--- config.mk ---
export PLATFORM = sky130hd
export DESIGN_NAME = pinbank_ctrl
export DESIGN_NICKNAME = d
export VERILOG_FILES = /design/src/rtl/pinbank_pkg.sv /design/src/rtl/pinbank_sync.sv /design/src/rtl/pinbank_regs.sv /design/src/rtl/pinbank_mux.sv /design/src/rtl/pinbank_ctrl.sv
export SDC_FILE = /design/constraint.sdc
export NUM_CORES = 1
export LEC_CHECK = 0
export BUFFER_PORTS_ARGS = -buffer_cell sky130_fd_sc_hd__buf_2
export CAP_MARGIN = 10
export CORE_AREA = 2 2 167 169
export CTS_BUF_LIST = sky130_fd_sc_hd__clkbuf_4 sky130_fd_sc_hd__clkbuf_8
export DETAILED_ROUTE_END_ITERATION = 8
export DIE_AREA = 0 0 169 171
export GPL_TIMING_DRIVEN = 0
export PLACE_DENSITY_LB_ADDON = 0.12
export SLEW_MARGIN = 10
export SYNTH_ARGS = -nofsm -noshare
export SYNTH_HDL_FRONTEND = slang
export SYNTH_SLANG_ARGS = --single-unit
--- constraint.sdc ---
create_clock -name clk -period 3.98 [get_ports clk]
set_input_delay 0.796 -clock clk [delete_from_list [all_inputs] [get_ports clk]]
set_output_delay 0.796 -clock clk [all_outputs]
set_load 0.005 [all_outputs]
--- src/rtl/pinbank_pkg.sv ---
package pinbank_pkg;

    localparam int ADDR_W = 4;

    typedef enum logic [ADDR_W-1:0] {
        RA_PIN_IN   = 4'h0,
        RA_OUT      = 4'h1,
        RA_OUT_SET  = 4'h2,
        RA_OUT_CLR  = 4'h3,
        RA_DIR      = 4'h4,
        RA_DIR_SET  = 4'h5,
        RA_DIR_CLR  = 4'h6,
        RA_PULL_OFF = 4'h7,
        RA_FSEL_A   = 4'h8,
        RA_FSEL_B   = 4'h9,
        RA_KEEP     = 4'hA
    } reg_addr_e;

    localparam logic [ADDR_W-1:0] RA_LAST = RA_KEEP;

    // Source code is {select-B bit, select-A bit}
    typedef enum logic [1:0] {
        SRC_GPIO = 2'b00,
        SRC_A    = 2'b01,
        SRC_B    = 2'b10,
        SRC_C    = 2'b11
    } src_e;

    typedef struct packed {
        logic lvl;
        logic en;
    } drive_t;

    // Sleep force wins over the select bits unless the pin is kept.
    function automatic src_e eff_src(input logic sel_a, input logic sel_b,
                                     input logic force_in, input logic keep);
        if (force_in && !keep)
            return SRC_GPIO;
        return src_e'({sel_b, sel_a});
    endfunction

    function automatic drive_t pick_drive(input src_e s, input drive_t g,
                                          input drive_t pa, input drive_t pb,
                                          input drive_t pc);
        drive_t r;
        case (s)
            SRC_A:   r = pa;
            SRC_B:   r = pb;
            SRC_C:   r = pc;
            default: r = g;
        endcase
        return r;
    endfunction

endpackage

--- src/rtl/pinbank_sync.sv ---
module pinbank_sync #(
    parameter int WIDTH  = 32,
    parameter int STAGES = 2
) (
    input  logic             clk,
    input  logic             rst,
    input  logic [WIDTH-1:0] d_async,
    output logic [WIDTH-1:0] q_sync
);
    logic [WIDTH-1:0] chain [STAGES];

    always_ff @(posedge clk) begin
        if (rst) begin
            for (int s = 0; s < STAGES; s++)
                chain[s] <= '0;
        end else begin
            chain[0] <= d_async;
            for (int s = 1; s < STAGES; s++)
                chain[s] <= chain[s-1];
        end
    end

    assign q_sync = chain[STAGES-1];
endmodule

--- src/rtl/pinbank_regs.sv ---
module pinbank_regs
    import pinbank_pkg::*;
#(
    parameter int PINS = 32
) (
    input  logic              clk,
    input  logic              rst,
    input  logic              wr_en,
    input  logic [ADDR_W-1:0] addr,
    input  logic [PINS-1:0]   wdata,
    input  logic [PINS-1:0]   pin_in,
    output logic [PINS-1:0]   rdata,
    output logic [PINS-1:0]   dout,
    output logic [PINS-1:0]   dir,
    output logic [PINS-1:0]   pull_off,
    output logic [PINS-1:0]   sel_a,
    output logic [PINS-1:0]   sel_b,
    output logic [PINS-1:0]   keep
);
    always_ff @(posedge clk) begin
        if (rst) begin
            dout     <= '0;
            dir      <= '0;
            pull_off <= '0;
            sel_a    <= '0;
            sel_b    <= '0;
            keep     <= '0;
        end else if (wr_en) begin
            case (addr)
                RA_OUT:      dout     <= wdata;
                RA_OUT_SET:  dout     <= dout | wdata;
                RA_OUT_CLR:  dout     <= dout & ~wdata;
                RA_DIR:      dir      <= wdata;
                RA_DIR_SET:  dir      <= dir | wdata;
                RA_DIR_CLR:  dir      <= dir & ~wdata;
                RA_PULL_OFF: pull_off <= wdata;
                RA_FSEL_A:   sel_a    <= wdata;
                RA_FSEL_B:   sel_b    <= wdata;
                RA_KEEP:     keep     <= wdata;
                default: ;
            endcase
        end
    end

    always_comb begin
        case (addr)
            RA_PIN_IN:                      rdata = pin_in;
            RA_OUT, RA_OUT_SET, RA_OUT_CLR: rdata = dout;
            RA_DIR, RA_DIR_SET, RA_DIR_CLR: rdata = dir;
            RA_PULL_OFF:                    rdata = pull_off;
            RA_FSEL_A:                      rdata = sel_a;
            RA_FSEL_B:                      rdata = sel_b;
            RA_KEEP:                        rdata = keep;
            default:                        rdata = '0;
        endcase
    end
endmodule

--- src/rtl/pinbank_mux.sv ---
module pinbank_mux
    import pinbank_pkg::*;
#(
    parameter int PINS = 32
) (
    input  logic            ioforce,
    input  logic [PINS-1:0] dout,
    input  logic [PINS-1:0] dir,
    input  logic [PINS-1:0] pull_off,
    input  logic [PINS-1:0] sel_a,
    input  logic [PINS-1:0] sel_b,
    input  logic [PINS-1:0] keep,
    input  logic [PINS-1:0] per_a_out,
    input  logic [PINS-1:0] per_a_oe,
    input  logic [PINS-1:0] per_b_out,
    input  logic [PINS-1:0] per_b_oe,
    input  logic [PINS-1:0] per_c_out,
    input  logic [PINS-1:0] per_c_oe,
    output logic [PINS-1:0] pad_out,
    output logic [PINS-1:0] pad_oe,
    output logic [PINS-1:0] pad_pull_en,
    output logic [PINS-1:0] pad_pull_up
);
    for (genvar i = 0; i < PINS; i++) begin : g_pin
        src_e   src;
        drive_t d_gpio, d_a, d_b, d_c, d_sel;

        assign d_gpio = '{lvl: dout[i],      en: dir[i]};
        assign d_a    = '{lvl: per_a_out[i], en: per_a_oe[i]};
        assign d_b    = '{lvl: per_b_out[i], en: per_b_oe[i]};
        assign d_c    = '{lvl: per_c_out[i], en: per_c_oe[i]};

        always_comb begin
            src   = eff_src(sel_a[i], sel_b[i], ioforce, keep[i]);
            d_sel = pick_drive(src, d_gpio, d_a, d_b, d_c);
        end

        assign pad_out[i]     = d_sel.lvl;
        assign pad_oe[i]      = d_sel.en;
        assign pad_pull_en[i] = !pull_off[i] && !d_sel.en;
        assign pad_pull_up[i] = dout[i];
    end
endmodule

--- src/rtl/pinbank_ctrl.sv ---
module pinbank_ctrl
    import pinbank_pkg::*;
#(
    parameter int PINS = 32,
    parameter int SYNC_STAGES = 2
) (
    input  logic              clk,
    input  logic              rst,
    input  logic              bus_wr,
    input  logic [ADDR_W-1:0] bus_addr,
    input  logic [PINS-1:0]   bus_wdata,
    output logic [PINS-1:0]   bus_rdata,
    input  logic [PINS-1:0]   pad_in,
    output logic [PINS-1:0]   pad_out,
    output logic [PINS-1:0]   pad_oe,
    output logic [PINS-1:0]   pad_pull_en,
    output logic [PINS-1:0]   pad_pull_up,
    input  logic              ioforce,
    input  logic [PINS-1:0]   per_a_out,
    input  logic [PINS-1:0]   per_a_oe,
    input  logic [PINS-1:0]   per_b_out,
    input  logic [PINS-1:0]   per_b_oe,
    input  logic [PINS-1:0]   per_c_out,
    input  logic [PINS-1:0]   per_c_oe
);
    logic [PINS-1:0] pin_sync;
    logic [PINS-1:0] dout_q, dir_q, pull_off_q, sel_a_q, sel_b_q, keep_q;

    pinbank_sync #(.WIDTH(PINS), .STAGES(SYNC_STAGES)) u_sync (
        .clk     (clk),
        .rst     (rst),
        .d_async (pad_in),
        .q_sync  (pin_sync)
    );

    pinbank_regs #(.PINS(PINS)) u_regs (
        .clk      (clk),
        .rst      (rst),
        .wr_en    (bus_wr),
        .addr     (bus_addr),
        .wdata    (bus_wdata),
        .pin_in   (pin_sync),
        .rdata    (bus_rdata),
        .dout     (dout_q),
        .dir      (dir_q),
        .pull_off (pull_off_q),
        .sel_a    (sel_a_q),
        .sel_b    (sel_b_q),
        .keep     (keep_q)
    );

    pinbank_mux #(.PINS(PINS)) u_mux (
        .ioforce     (ioforce),
        .dout        (dout_q),
        .dir         (dir_q),
        .pull_off    (pull_off_q),
        .sel_a       (sel_a_q),
        .sel_b       (sel_b_q),
        .keep        (keep_q),
        .per_a_out   (per_a_out),
        .per_a_oe    (per_a_oe),
        .per_b_out   (per_b_out),
        .per_b_oe    (per_b_oe),
        .per_c_out   (per_c_out),
        .per_c_oe    (per_c_oe),
        .pad_out     (pad_out),
        .pad_oe      (pad_oe),
        .pad_pull_en (pad_pull_en),
        .pad_pull_up (pad_pull_up)
    );
endmodule

# Word-level counts from Yosys, hierarchy flattened
# Memories as Yosys holds them, arrays and structs flattened.
# Cells that the tools add are included.
dict set report totals {
  rom_bits 0
  ram_bits 64
  latch_bits 0
  n_memories 1
  register_bits 192
}
dict set report classes {
  order_cmp 0
  add_sub_neg 0
  n_mul 0
  muxes 136
  div 0
  n_eq_ne 106
  bitwise 7
  n_shift 0
  n_reduce_logical 171
}
# memory depth width rd rd_ports_with_merged_regs wr line_no
set mem_list {}
lappend mem_list {u_sync.chain 2 32 2 0 2 pinbank_sync.sv:10} ;# logic [WIDTH-1:0] chain [STAGES];
# cell count
set op_table {}
lappend op_table {{32-bit one-hot mux with 7 select lines} 1}
lappend op_table {{2-bit one-hot mux with 3 select lines} 32}
lappend op_table {{32-bit one-hot mux with 3 select lines} 2}
lappend op_table {{2-bit == test (second input constant)} 64}
lappend op_table {{2-bit 2-to-1 mux} 64}
lappend op_table {{1-bit zero test} 96}
lappend op_table {{32-bit AND} 2}
lappend op_table {{2-bit by 1-bit == test with 1-bit output (second input constant)} 32}
lappend op_table {{1-bit logical AND} 64}
lappend op_table {{32-bit 2-to-1 mux} 2}
lappend op_table {{32-bit bitwise OR} 2}
lappend op_table {{1-bit 2-to-1 mux} 35}
lappend op_table {{32-bit NOT} 1}
lappend op_table {{4-bit by 3-bit == test with 1-bit output (second input constant)} 4}
lappend op_table {{4-bit == test (second input constant)} 3}
lappend op_table {{2-bit AND reduction} 6}
lappend op_table {{4-bit by 2-bit == test with 1-bit output (second input constant)} 2}
lappend op_table {{3-bit nonzero test} 2}
lappend op_table {{3-bit OR reduction} 2}
lappend op_table {{4-bit by 1-bit == test with 1-bit output (second input constant)} 1}
lappend op_table {{4-bit zero test} 1}
lappend op_table {{1-bit bitwise OR} 2}

# Longest topological paths before layout
# Gate-level depths: netlist of run 1.
dict set report logic_depth {
  depth_word 8
  mapped_depth 7
  ltp_nobuf 4
}

# Hierarchy
# From an unflattened synthesis of run 1, not the netlist that was laid out.
dict set report unflattened {
  cells_unflattened 1793
  hier_area_um2 14169.8
}
# mod n_inst seq_area_each_um2 cells_each area_each_um2
set by_module_without_submodules {}
lappend by_module_without_submodules {pinbank_regs 1 3843.7 1059 8659.6}
lappend by_module_without_submodules {pinbank_mux 1 0.0 567 3352.0}
lappend by_module_without_submodules {pinbank_sync 1 1281.2 167 2158.3}

# Least setup slack after synthesis of run 1
# Ideal clock, no wire load.
dict set report synth_path {
  kind {input to output}
  from {input bus_addr[0]}
  to {output bus_rdata[2]}
  slack_ns 1.136
  stages 6
  arrival_ns 2.048
  path_cell_list {buf_2 nand2_2 clkbuf_1 mux2_2 a222oi_1 o31ai_1}
}
dict set report synth_via {
  elab_chain_cells 3
  word_cells_on_any_way 14
  cone_classes {eq/ne: 10; mux: 1; reduce/logical: 3}
}
# item line_no
set synth_rtl {}
lappend synth_rtl {{from (decl)} pinbank_ctrl.sv:10} ;# input logic [ADDR_W-1:0] bus_addr,
lappend synth_rtl {{4-bit by 3-bit == test with 1-bit output, or another cell as far along} pinbank_regs.sv:46} ;# case (addr)
lappend synth_rtl {{3-bit OR reduction} pinbank_regs.sv:46}
lappend synth_rtl {{32-bit one-hot mux with 7 select lines (*)} pinbank_regs.sv:46}
lappend synth_rtl {{to (decl)} pinbank_ctrl.sv:12} ;# output logic [PINS-1:0] bus_rdata,
# Mark *: on every way between the ends. The rest lies on a longest branch, timed or not.

# Final worst setup path of run 1
# Same ends and word-level chain as after synthesis.

==> results of run 1 <==
==> sequential cells by signal, summed over array words and instances, names as in the netlist <==
signal	flops
u_regs.keep	32
u_regs.dout	32
u_regs.sel_b	32
u_regs.dir	32
u_sync.chain	64
u_regs.pull_off	32
u_regs.sel_a	32
==> power breakdown <==
part           total (mW)  switching (mW)  internal (mW)
sequential           2.67          0.0467           2.63
clock                2.56            1.10           1.47
combinational       0.752           0.479          0.273
total                5.99            1.62           4.37
==> cells in the mapped netlist, types with 6 or more instances <==
cell / count
nand3_1: 42
mux2i_1: 35
nor2_1: 117
o211ai_1: 12
o221a_2: 15
a22o_1: 19
o22ai_1: 6
nor3b_1: 25
a31oi_1: 24
nand2b_1: 25
a32o_1: 39
o21ai_0: 72
o31ai_1: 6
a211oi_1: 32
inv_1: 51
a222oi_1: 9
a32oi_1: 7
clkbuf_1: 124
mux2_2: 35
nor2b_1: 115
o221ai_1: 16
a22oi_1: 75
buf_1: 14
a21oi_1: 183
nand2_1: 310
dfxtp_1: 256
and3_1: 9
buf_2: 42
o22a_1: 24
==> metal layers <==
layer,vias up,wire (um),track usage [%]
met5,-,7,0
met4,2,3198,19.36
met3,219,7760,9.207
met2,1193,26610,63.88
met1,7345,22130,49.55
li1,7162,-,-
==> cell families after synthesis <==
logic type	Yosys count	share of synthesized area [%]
AOI/OAI and AO/OA	563	27.90
buffers and inverters	238	7.103
DFF	256	37.40
muxes	70	5.432
and+or+nand+nor	657	22.17
==> how the worst max path moves through the flow <==
stage	slack [ns]	startpoint	endpoint
floorplan	1.14	bus_addr[0]	bus_rdata[2]
global placement	-0.18	bus_addr[3]	bus_rdata[0]
detailed placement	-0.05	bus_addr[3]	bus_rdata[29]
CTS	0.03	bus_addr[2]	bus_rdata[20]
global route	0.02	bus_addr[2]	bus_rdata[9]
finish	0.008	bus_addr[0]	bus_rdata[2]
==> metrics by stage <==
step           setup WS, ns  utilization [%]
2_1_floorplan         1.136                -
6_report           0.007617            62.43
5_1_grt             0.02392            62.41
3_3_place_gp        -0.1826            58.85
4_1_cts             0.03477            62.33
3_5_place_dp       -0.05377            58.91
==> cell usage in the layout, fill, tap and decap left out, types with 39 or more instances in the layout <==
cell type,count
clkbuf_8,54
a32o_1,39
nor2_1,116
inv_1,51
o21ai_0,72
clkbuf_1,121
buf_2,430
a22oi_1,75
a21oi_1,183
nand3_1,42
dfxtp_1,256
nand2_1,310
nor2b_1,115
==> critical path, stage by stage <==
cell	delay (ns)
buf_2	0.15
nand2_2	0.35
clkbuf_1	0.81
mux2_2	0.43
a222oi_1	0.24
o31ai_1	0.20
buf_2	0.20
==> cell type report <==
type,instances,area (um2)
fill,2513,10260
multi-input combinational,1290,7624
sequential,256,5125
timing repair buffer,389,1949
clock buffer,74,893.4
buffer,187,790.8
tap,346,432.9
inverter,51,191.4
clock inverter,3,40.04
antenna,5,12.51
==> what timing repair did <==
action / 4_1_cts / 5_1_grt
resized for setup: 1 / 7
hold buffers: 0 / 0
gates cloned: 0 / 0
endpoints found under the setup margin: 3 / 8
==> flow_summary_export.csv, run 1 <==
group,metric,value,unit
run_status,status,"finished, violations left",
run_status,violations,"design-rule violations",
timing,skew,0.01799,ns
timing,hold_viol,0,
floorplan,rows,61,
timing,setup_viol,0,
placement,placed_cell_area,0.01610,mm2
global_route,grt_util_all_layers,39.43,%
min_path,min_path_cells,1,
floorplan,die_area,0.02890,mm2
route,drt_iter0_drc,2082,
route,firstDrtPassIters,9,
timing,period_share,99.81,%
timing,worst_pin_slew,1.303,ns
global_route,antenna_found_initial,5,
floorplan,core,0.02732,mm2
timing,holdWs,0.4333,ns
global_route,grt_pass1_vias,14260,
placement,place.port_buffers,388,
clock_network,cts.path.max_buffers,3,
synthesis,yosysSeqAreaShare,37.40,%
min_path,whs_endpoint,"u_sync.chain[0][42]$_SDFF_PP0_",
run,maxCapViolations,0,
synthesis,synth_cell_types,53,
clock_network,h-tree-depth,2,
route,wl_per_cell,22.95,um
setup_path,crit_type,"primary input to output port",
synthesis,ys.flop_type,"dfxtp_1",
placement,dp_cells,2519,
synthesis,netlist_instances,1784,
timing,finalCriticalPeriod,3.972,ns
cells_and_area,finalInstanceArea,0.01706,mm2
synthesis,netlist_area,0.01370,mm2
placement,gp_congestion,0.9823,
clock_network,clkLatencyLatePin,0.56,ns
timing,setup-tns-final,0,ns
timing,rsz0062_at_grt,"false",
clock_network,clkTransAtPathRegs,0.05,ns
synthesis,synth_fp_nets,2048,
route,viasPerCell,6.121,
power,irDropWorstVdd,0.1893,mV
setup_path,worst_r2r_startpoint,"u_regs.sel_b[31]$_SDFFE_PP0P_",
min_path,holdCritPathClass,"register to register",
synthesis,synthArstFlopShare,0,%
setup_path,worst_setup_path_end_kind,"output port",
floorplan,io_pins,424,
cells_and_area,syn2layout_area_growth,24.48,%
power,power,5.987,mW
synthesis,synth_top_cell_area_share,37.40,%
synthesis,synth-seq-cells,256,
synthesis,synth-edff-count,0,
placement,dp.final_hpwl,42.20,mm
synthesis,yosysWarningCount,0,
timing,relSlewSlack,12.82,%
floorplan,die_h,171,um
timing,maxSlewViolCount,0,
floorplan,die_w,169,um
setup_path,worst-r2r-setup-slack,2.94,ns
route,drtAntennaViolNets,0,
clock_network,cts_setup_buffers,0,
floorplan,start_util,50.16,%
cells_and_area,final_cells,2601,
power,power.density,351.0,mW/mm2
min_path,worst_hold_startpoint,"u_sync.chain[0][10]$_SDFF_PP0_",
global_route,grt-ovfl-total,0,
global_route,grt_max_degree,11,
cells_and_area,nets,2482,
synthesis,avgSynthCellArea,7.682,um2
route,vias,15920,
route,totalWireLength,59.70,mm
setup_path,cp_max_fo,10,
power,p_leak,6.798,nW
setup_path,reg2regPathDepth,3,
clock_network,clock-root-buffer,"clkbuf_8",
global_route,grt_first_pass_wirelength,85.51,mm
setup_path,reg2reg_to,"u_regs.sel_b[31]$_SDFFE_PP0P_",
route,drc,1,
clock_network,cts_tree,"done",
clock_network,clock_sinks,256,
setup_path,arrival,3.18,ns
clock_network,numCtsBuffers,43,
cells_and_area,drive_above_1_share,25.82,%
setup_path,worstSetupStartpointType,"primary input",
synthesis,synth.area.top_cells,"dfxtp_1 (37%), nand2_1 (8.5%), a21oi_1 (6.7%)",
setup_path,worstPathRequired,3.18,ns
synthesis,yosys.area.top_type,"dfxtp_1",
timing,fmax,0.2517,GHz
No activity file was read; power rests on OpenSTA's default activity.
==> run 2: changes to the inputs <==
--- a/config.mk
+++ b/config.mk
@@ -9,8 +9,7 @@
 export CAP_MARGIN = 10
-export CORE_AREA = 2 2 167 169
+export CORE_UTILIZATION = 48
 export CTS_BUF_LIST = sky130_fd_sc_hd__clkbuf_4 sky130_fd_sc_hd__clkbuf_8
 export DETAILED_ROUTE_END_ITERATION = 8
-export DIE_AREA = 0 0 169 171
 export GPL_TIMING_DRIVEN = 0
-export PLACE_DENSITY_LB_ADDON = 0.12
+export PLACE_DENSITY_LB_ADDON = 0.05
 export SLEW_MARGIN = 10
==> constraint.sdc (replaced) <==
create_clock -name clk -period 3.47 [get_ports clk]
set_input_delay 0.5205 -clock clk [delete_from_list [all_inputs] [get_ports clk]]
set_output_delay 0.5205 -clock clk [all_outputs]
set_load 0.005 [all_outputs]
==> run 2 against run 1 <==
  * The flow finishes with violations (negative setup slack)
  * Critical path depth is 1 higher
  * Utilization fell by 1.0 points
  * Worst hold slack got worse by 0.30 ns
  * Largest power group is now clock
  * Clock power increased by 21%
  * Sequential power up 15%
  * Routed wire length fell by 0.49%
  * Register-to-register slack got worse by 0.47 ns
  * Total power is 17% higher
  * Global-route usage decreased by 0.16 points
  * Cell count grew 1.3%
  * Combinational power up 15%
  * Flip-flop and latch count did not move
==> flow_summary_export.csv, run 2 (synthesis gave the netlist of run 1 again) <==
group,metric,value,unit
power,p_switching,1.935,mW
placement,place.port_buffers,388,
route,totalWireLength,59.41,mm
cells_and_area,largest_register_ffs,64,
timing,holdWs,0.1368,ns
floorplan,core,0.02793,mm2
global_route,grt-ovfl-total,0,
floorplan,rows,61,
setup_path,worst_r2r_startpoint,"u_regs.sel_b[11]$_SDFFE_PP0P_",
timing,worst_pin_slew,1.389,ns
global_route,grt_pass1_vias,14090,
cells_and_area,final_util,61.40,%
setup_path,crit_start,"bus_addr[2]",
cells_and_area,drive_above_1_share,25.91,%
cells_and_area,final_common_cell,"buf_2",
cells_and_area,multiInputGateArea,0.007616,mm2
floorplan,die_area,0.02923,mm2
setup_path,worst-r2r-setup-slack,2.47,ns
route,vias,15930,
clock_network,clock-root-buffer,"clkbuf_8",
clock_network,ctsHoldBuffers,0,
setup_path,crit_type,"primary input to output port",
cells_and_area,top_register,"u_sync.chain",
cells_and_area,seq_area,0.005125,mm2
route,firstDrtPassIters,7,
timing,worst_slack,-0.03820,ns
setup_path,critPathCapture,"bus_rdata[31]",
setup_path,worstPathRequired,2.95,ns
timing,maxSlewViolCount,0,
setup_path,cpMostUsedCell,"buf_2",
route,wl_met2,26.25,mm
power,power.density,409.6,mW/mm2
cells_and_area,syn2layout_area_growth,25.15,%
cells_and_area,final_cell_mix,"buf_2 (430), nand2_1 (310), dfxtp_1 (256), a21oi_1 (183), clkbuf_1 (122)",
global_route,grt_first_pass_wirelength,85.10,mm
timing,finalCriticalPeriod,3.508,ns
route,wl_per_cell,22.54,um
setup_path,worstPathCellList,"buf_2, buf_4, nand2b_1, clkbuf_1, nor2_1, a22oi_1, o211ai_1, buf_2",
placement,placed_cell_area,0.01615,mm2
placement,gp_congestion,0.9832,
route,drc,0,
power,p_sw_share,27.54,%
floorplan,io_pins,424,
route,drt_iter0_drc,1957,
clock_network,numCtsBuffers,45,
power,power,7.026,mW
power,internal-power,5.091,mW
clock_network,clock_sinks,256,
power,clockPowerShare,44.1,%
timing,hold_viol,0,
setup_path,slowest_delay,0.81,ns
clock_network,cts_setup_buffers,0,
clock_network,clkTransAtPathRegs,0.07,ns
clock_network,clkLatencyLatePin,0.58,ns
cells_and_area,n_fill_cell,2657,
floorplan,start_util,49.06,%
global_route,grt_max_degree,12,
setup_path,arrival,2.99,ns
route,drtAntennaViolNets,0,
setup_path,worstSetupStartpointType,"primary input",
timing,setup_viol,1,
route,viasPerCell,6.042,
setup_path,reg2regPathDepth,3,
power,irDropWorstVdd,0.2328,mV
cells_and_area,finalInstanceArea,0.01715,mm2
setup_path,worst_setup_path_end_kind,"output port",
global_route,antenna_found_initial,4,
timing,skew,0.01679,ns
power,seqPwrFrac,43.6,%
setup_path,crit_path_top_delay_cell,"clkbuf_1",
route,wl_met3,7.387,mm
setup_path,reg2reg_to,"u_regs.sel_b[11]$_SDFFE_PP0P_",
placement,dp.final_hpwl,41.74,mm
power,p_leak,6.821,nW
run_status,violations,"negative setup slack",
route,met1_length,22.52,mm
setup_path,cp_max_fo,10,
route,top_layer,"met4",
clock_network,h-tree-depth,2,
min_path,holdCritPathClass,"primary input to register",
cells_and_area,nets,2485,
run,maxCapViolations,0,
timing,fmax,0.2850,GHz
timing,rsz0062_at_grt,"false",
global_route,grt_util_all_layers,39.28,%
clock_network,cts_tree,"done",
clock_network,cts.path.max_buffers,3,
floorplan,die_w,171.0,um
run_status,status,"finished, violations left",
floorplan,die_h,171.0,um
timing,period_share,101.1,%
power,combPwrFrac,12.3,%
timing,relSlewSlack,6.580,%
## run 2: cell count changes in the layout (fill, tap and decap cells not counted)
cell             delta
clkbuf_8            +4
clkdlybuf4s15_1     -1
clkinvlp_4          +2
nor2_4              -1
diode_2             -1
a21boi_1            -1
clkbuf_1            +1
a21boi_0            +1
buf_6               +1
clkbuf_4            -9
clkinv_2            +5
bufinv_16           +1
nor2_1              +1
## run 2: area by class of cell
cell class                 count  area share [%]
buffer                       187           4.574
tap                          378           2.758
inverter                      51           1.116
antenna                        4         0.05836
multi-input combinational   1290           44.40
clock buffer                  69           5.136
sequential                   256           29.88
timing repair buffer         390           11.43
clock inverter                11          0.6420
## run 2: power groups by stage
stage               combinational [mW]  clock [mW]  sequential [mW]
floorplan                        0.421           0             3.10
global placement                 0.816           0             3.12
detailed placement               0.831           0             3.13
CTS                              0.835        3.07             3.06
global route                     0.911        3.21             3.07
finish                           0.865        3.10             3.07
## run 2: worst min path at each step
stage                                   start                              to  cells after the start
4_1_cts                            pad_in[17]  u_sync.chain[0][17]$_SDFF_PP0_                      2
2_1_floorplan   u_sync.chain[0][0]$_SDFF_PP0_  u_sync.chain[0][32]$_SDFF_PP0_                      1
5_1_grt                            pad_in[20]  u_sync.chain[0][20]$_SDFF_PP0_                      2
3_3_place_gp   u_sync.chain[0][17]$_SDFF_PP0_  u_sync.chain[0][49]$_SDFF_PP0_                      1
6_report                           pad_in[17]  u_sync.chain[0][17]$_SDFF_PP0_                      2
3_5_place_dp    u_sync.chain[0][1]$_SDFF_PP0_  u_sync.chain[0][33]$_SDFF_PP0_                      1
## run 2: layer usage
| metal | global-route usage (%) | vias up |
|---|---|---|
| met1 | 49.86 | 7396 |
| met3 | 8.675 | 237 |
| met2 | 61.84 | 1115 |
| li1 | - | 7179 |
| met5 | 0 | - |
| met4 | 21.31 | 0 |
## run 2: worst max-delay path: cells and delay by family
| kind | cells | cell delay (ns) |
|---|---|---|
| buffers and inverters | 4 | 1.33 |
| and+or+nand+nor | 2 | 0.58 |
| AOI/OAI and AO/OA | 2 | 0.55 |
## run 2: metrics by stage
stage          setup TNS (ns)  instances  setup slack (ns)
2_1_floorplan               0       1784             1.177
3_3_place_gp           -1.374       2550           -0.2809
3_5_place_dp         -0.02965       2552          -0.02965
4_1_cts                     0       2632           0.08802
5_1_grt                     0       2634           0.06611
6_report             -0.03820       2636          -0.03820
## run 2: timing repair
action | CTS | global route
endpoints found under the setup margin | 1 | 1
resized for setup | 1 | 3
pin swaps | 0 | 0
==> run 3: changes to the inputs <==
Settings changed: CELL_PAD_IN_SITES_DETAIL_PLACEMENT set to 1, CELL_PAD_IN_SITES_GLOBAL_PLACEMENT set to 1, CORE_UTILIZATION 48 to 34, SLEW_MARGIN 10 to 15.
==> run 3 against run 2 <==
  * The run still ends with negative setup slack left
  * Flip-flop and latch count is the same
  * Largest cell class unchanged
  * Critical path type unchanged
  * Critical endpoint is now bus_rdata[18]
  * Non-clock buffer count is the same
  * Clock-buffer cell count grew 1
  * Largest power group is now registers
  * Register-to-register slack lost 0.03 ns
  * Fmax grew 0.63%
==> flow_summary_export.csv, run 3 (synthesis gave the netlist of run 1 again) <==
group,metric,value,unit
timing,fmax,0.2868,GHz
global_route,grt-ovfl-total,0,
timing,worst_pin_slew,1.283,ns
global_route,grt_util_all_layers,32.80,%
clock_network,cts_tree,"done",
timing,relSlewSlack,14.46,%
timing,rsz0062_at_grt,"false",
timing,maxSlewViolCount,0,
global_route,antenna_found_initial,3,
timing,hold_viol,0,
route,totalWireLength,69.94,mm
route,viasPerCell,5.702,
timing,setup_viol,1,
setup_path,cp_max_fo,10,
cells_and_area,multiInputGateArea,0.007619,mm2
global_route,grt_first_pass_wirelength,100.3,mm
setup_path,arrival,2.97,ns
cells_and_area,finalInstanceArea,0.01729,mm2
floorplan,rows,73,
clock_network,clock-root-buffer,"clkbuf_8",
cells_and_area,largest_register_ffs,64,
global_route,grt_pass1_vias,15510,
floorplan,die_area,0.04111,mm2
run_status,status,"finished, violations left",
clock_network,cts_resized,3,
placement,place.port_buffers,388,
cells_and_area,n_fill_cell,5054,
setup_path,worstPathRequired,2.95,ns
cells_and_area,drive_above_1_share,25.94,%
run,maxCapViolations,0,
route,vias,15850,
timing,finalCriticalPeriod,3.486,ns
timing,period_share,100.5,%
cells_and_area,final_cell_mix,"buf_2 (430), nand2_1 (310), dfxtp_1 (256), a21oi_1 (183), clkbuf_1 (120)",
placement,dp.final_hpwl,49.91,mm
route,drtAntennaViolNets,0,
floorplan,io_pins,424,
global_route,grt_max_degree,12,
clock_network,clkLatencyLatePin,0.56,ns
route,drt_iter0_drc,1303,
setup_path,worst_setup_path_end_kind,"output port",
floorplan,core,0.03973,mm2
cells_and_area,final_cells,2779,
clock_network,clkTransAtPathRegs,0.06,ns
setup_path,crit_type,"primary input to output port",
setup_path,reg2regPathDepth,3,
route,top_layer,"met4",
route,wl_per_cell,25.17,um
power,p_leak,6.799,nW
min_path,min_path_cells,2,
placement,dp_cells,2699,
clock_network,cts.path.max_buffers,3,
route,wl_met2,31.76,mm
setup_path,worstSetupStartpointType,"primary input",
timing,worst_slack,-0.01640,ns
timing,holdWs,0.1624,ns
clock_network,ctsHoldBuffers,0,
timing,skew,0.01484,ns
route,met1_length,29.85,mm
route,drc,0,
cells_and_area,nets,2486,
route,wl_met3,5.869,mm
placement,placed_cell_area,0.01634,mm2
cells_and_area,top_register,"u_sync.chain",
floorplan,die_w,202.8,um
clock_network,numCtsBuffers,46,
clock_network,h-tree-depth,2,
placement,gp_congestion,0.8981,
setup_path,worst-r2r-setup-slack,2.44,ns
cells_and_area,seq_area,0.005125,mm2
power,power.density,404.8,mW/mm2
run_status,violations,"negative setup slack",
placement,dp_slack,-0.2508,ns
min_path,holdCritPathClass,"primary input to register",
cells_and_area,final_util,43.51,%
floorplan,start_util,34.49,%
cells_and_area,final_common_cell,"buf_2",
clock_network,cts_setup_buffers,0,
route,firstDrtPassIters,6,
floorplan,die_h,202.8,um
cells_and_area,syn2layout_area_growth,26.13,%
power,irDropWorstVdd,0.2171,mV
clock_network,clock_sinks,256,
==> run 3: worst max-delay path, cell delays in order <==
cell and delay (ns):
buf_2 0.16, nor2b_1 0.57, clkbuf_1 1.00, a21oi_1 0.16, o21ai_0 0.35, buf_2 0.19
==> run 3: layout make-up <==
type / count / area share, %
Multi-Input combinational cell: 1290 / 44.08
Sequential cell: 256 / 29.65
Timing Repair Buffer: 390 / 11.36
Clock buffer: 70 / 4.886
Buffer: 187 / 4.553
Tap cell: 525 / 3.800
Inverter: 51 / 1.107
Clock inverter: 7 / 0.5212
Antenna cell: 3 / 0.04343
==> run 3: final timing paths <==
check | startpoint | to
worst max-delay path | bus_addr[0] | bus_rdata[18]
worst min-delay path | pad_in[6] | u_sync.chain[0][6]$_SDFF_PP0_
worst max register to register | u_regs.sel_b[0]$_SDFFE_PP0P_ | u_regs.sel_b[0]$_SDFFE_PP0P_
worst min register to register | u_sync.chain[0][7]$_SDFF_PP0_ | u_sync.chain[0][39]$_SDFF_PP0_
==> run 3: power breakdown <==
part | total (mW) | switching (mW) | internal, mW
Sequential | 3.06 | 0.0515 | 3.01
Clock | 3.03 | 1.34 | 1.69
Combinational | 0.909 | 0.594 | 0.314
==> run 3: per-layer routing <==
metal,vias up,global-route usage (%)
met1,7800,43.30
met2,752,53.01
met4,0,12.49
li1,7159,-
met3,136,5.907
met5,-,0
==> run 3: per-stage QoR <==
stage / power [mW] / TNS, ns
3_5_place_dp: 4.010 / -1.064
6_report: 6.998 / -0.01640
2_1_floorplan: 3.525 / 0
5_1_grt: 7.185 / 0
3_3_place_gp: 3.990 / -4.943
4_1_cts: 6.964 / 0
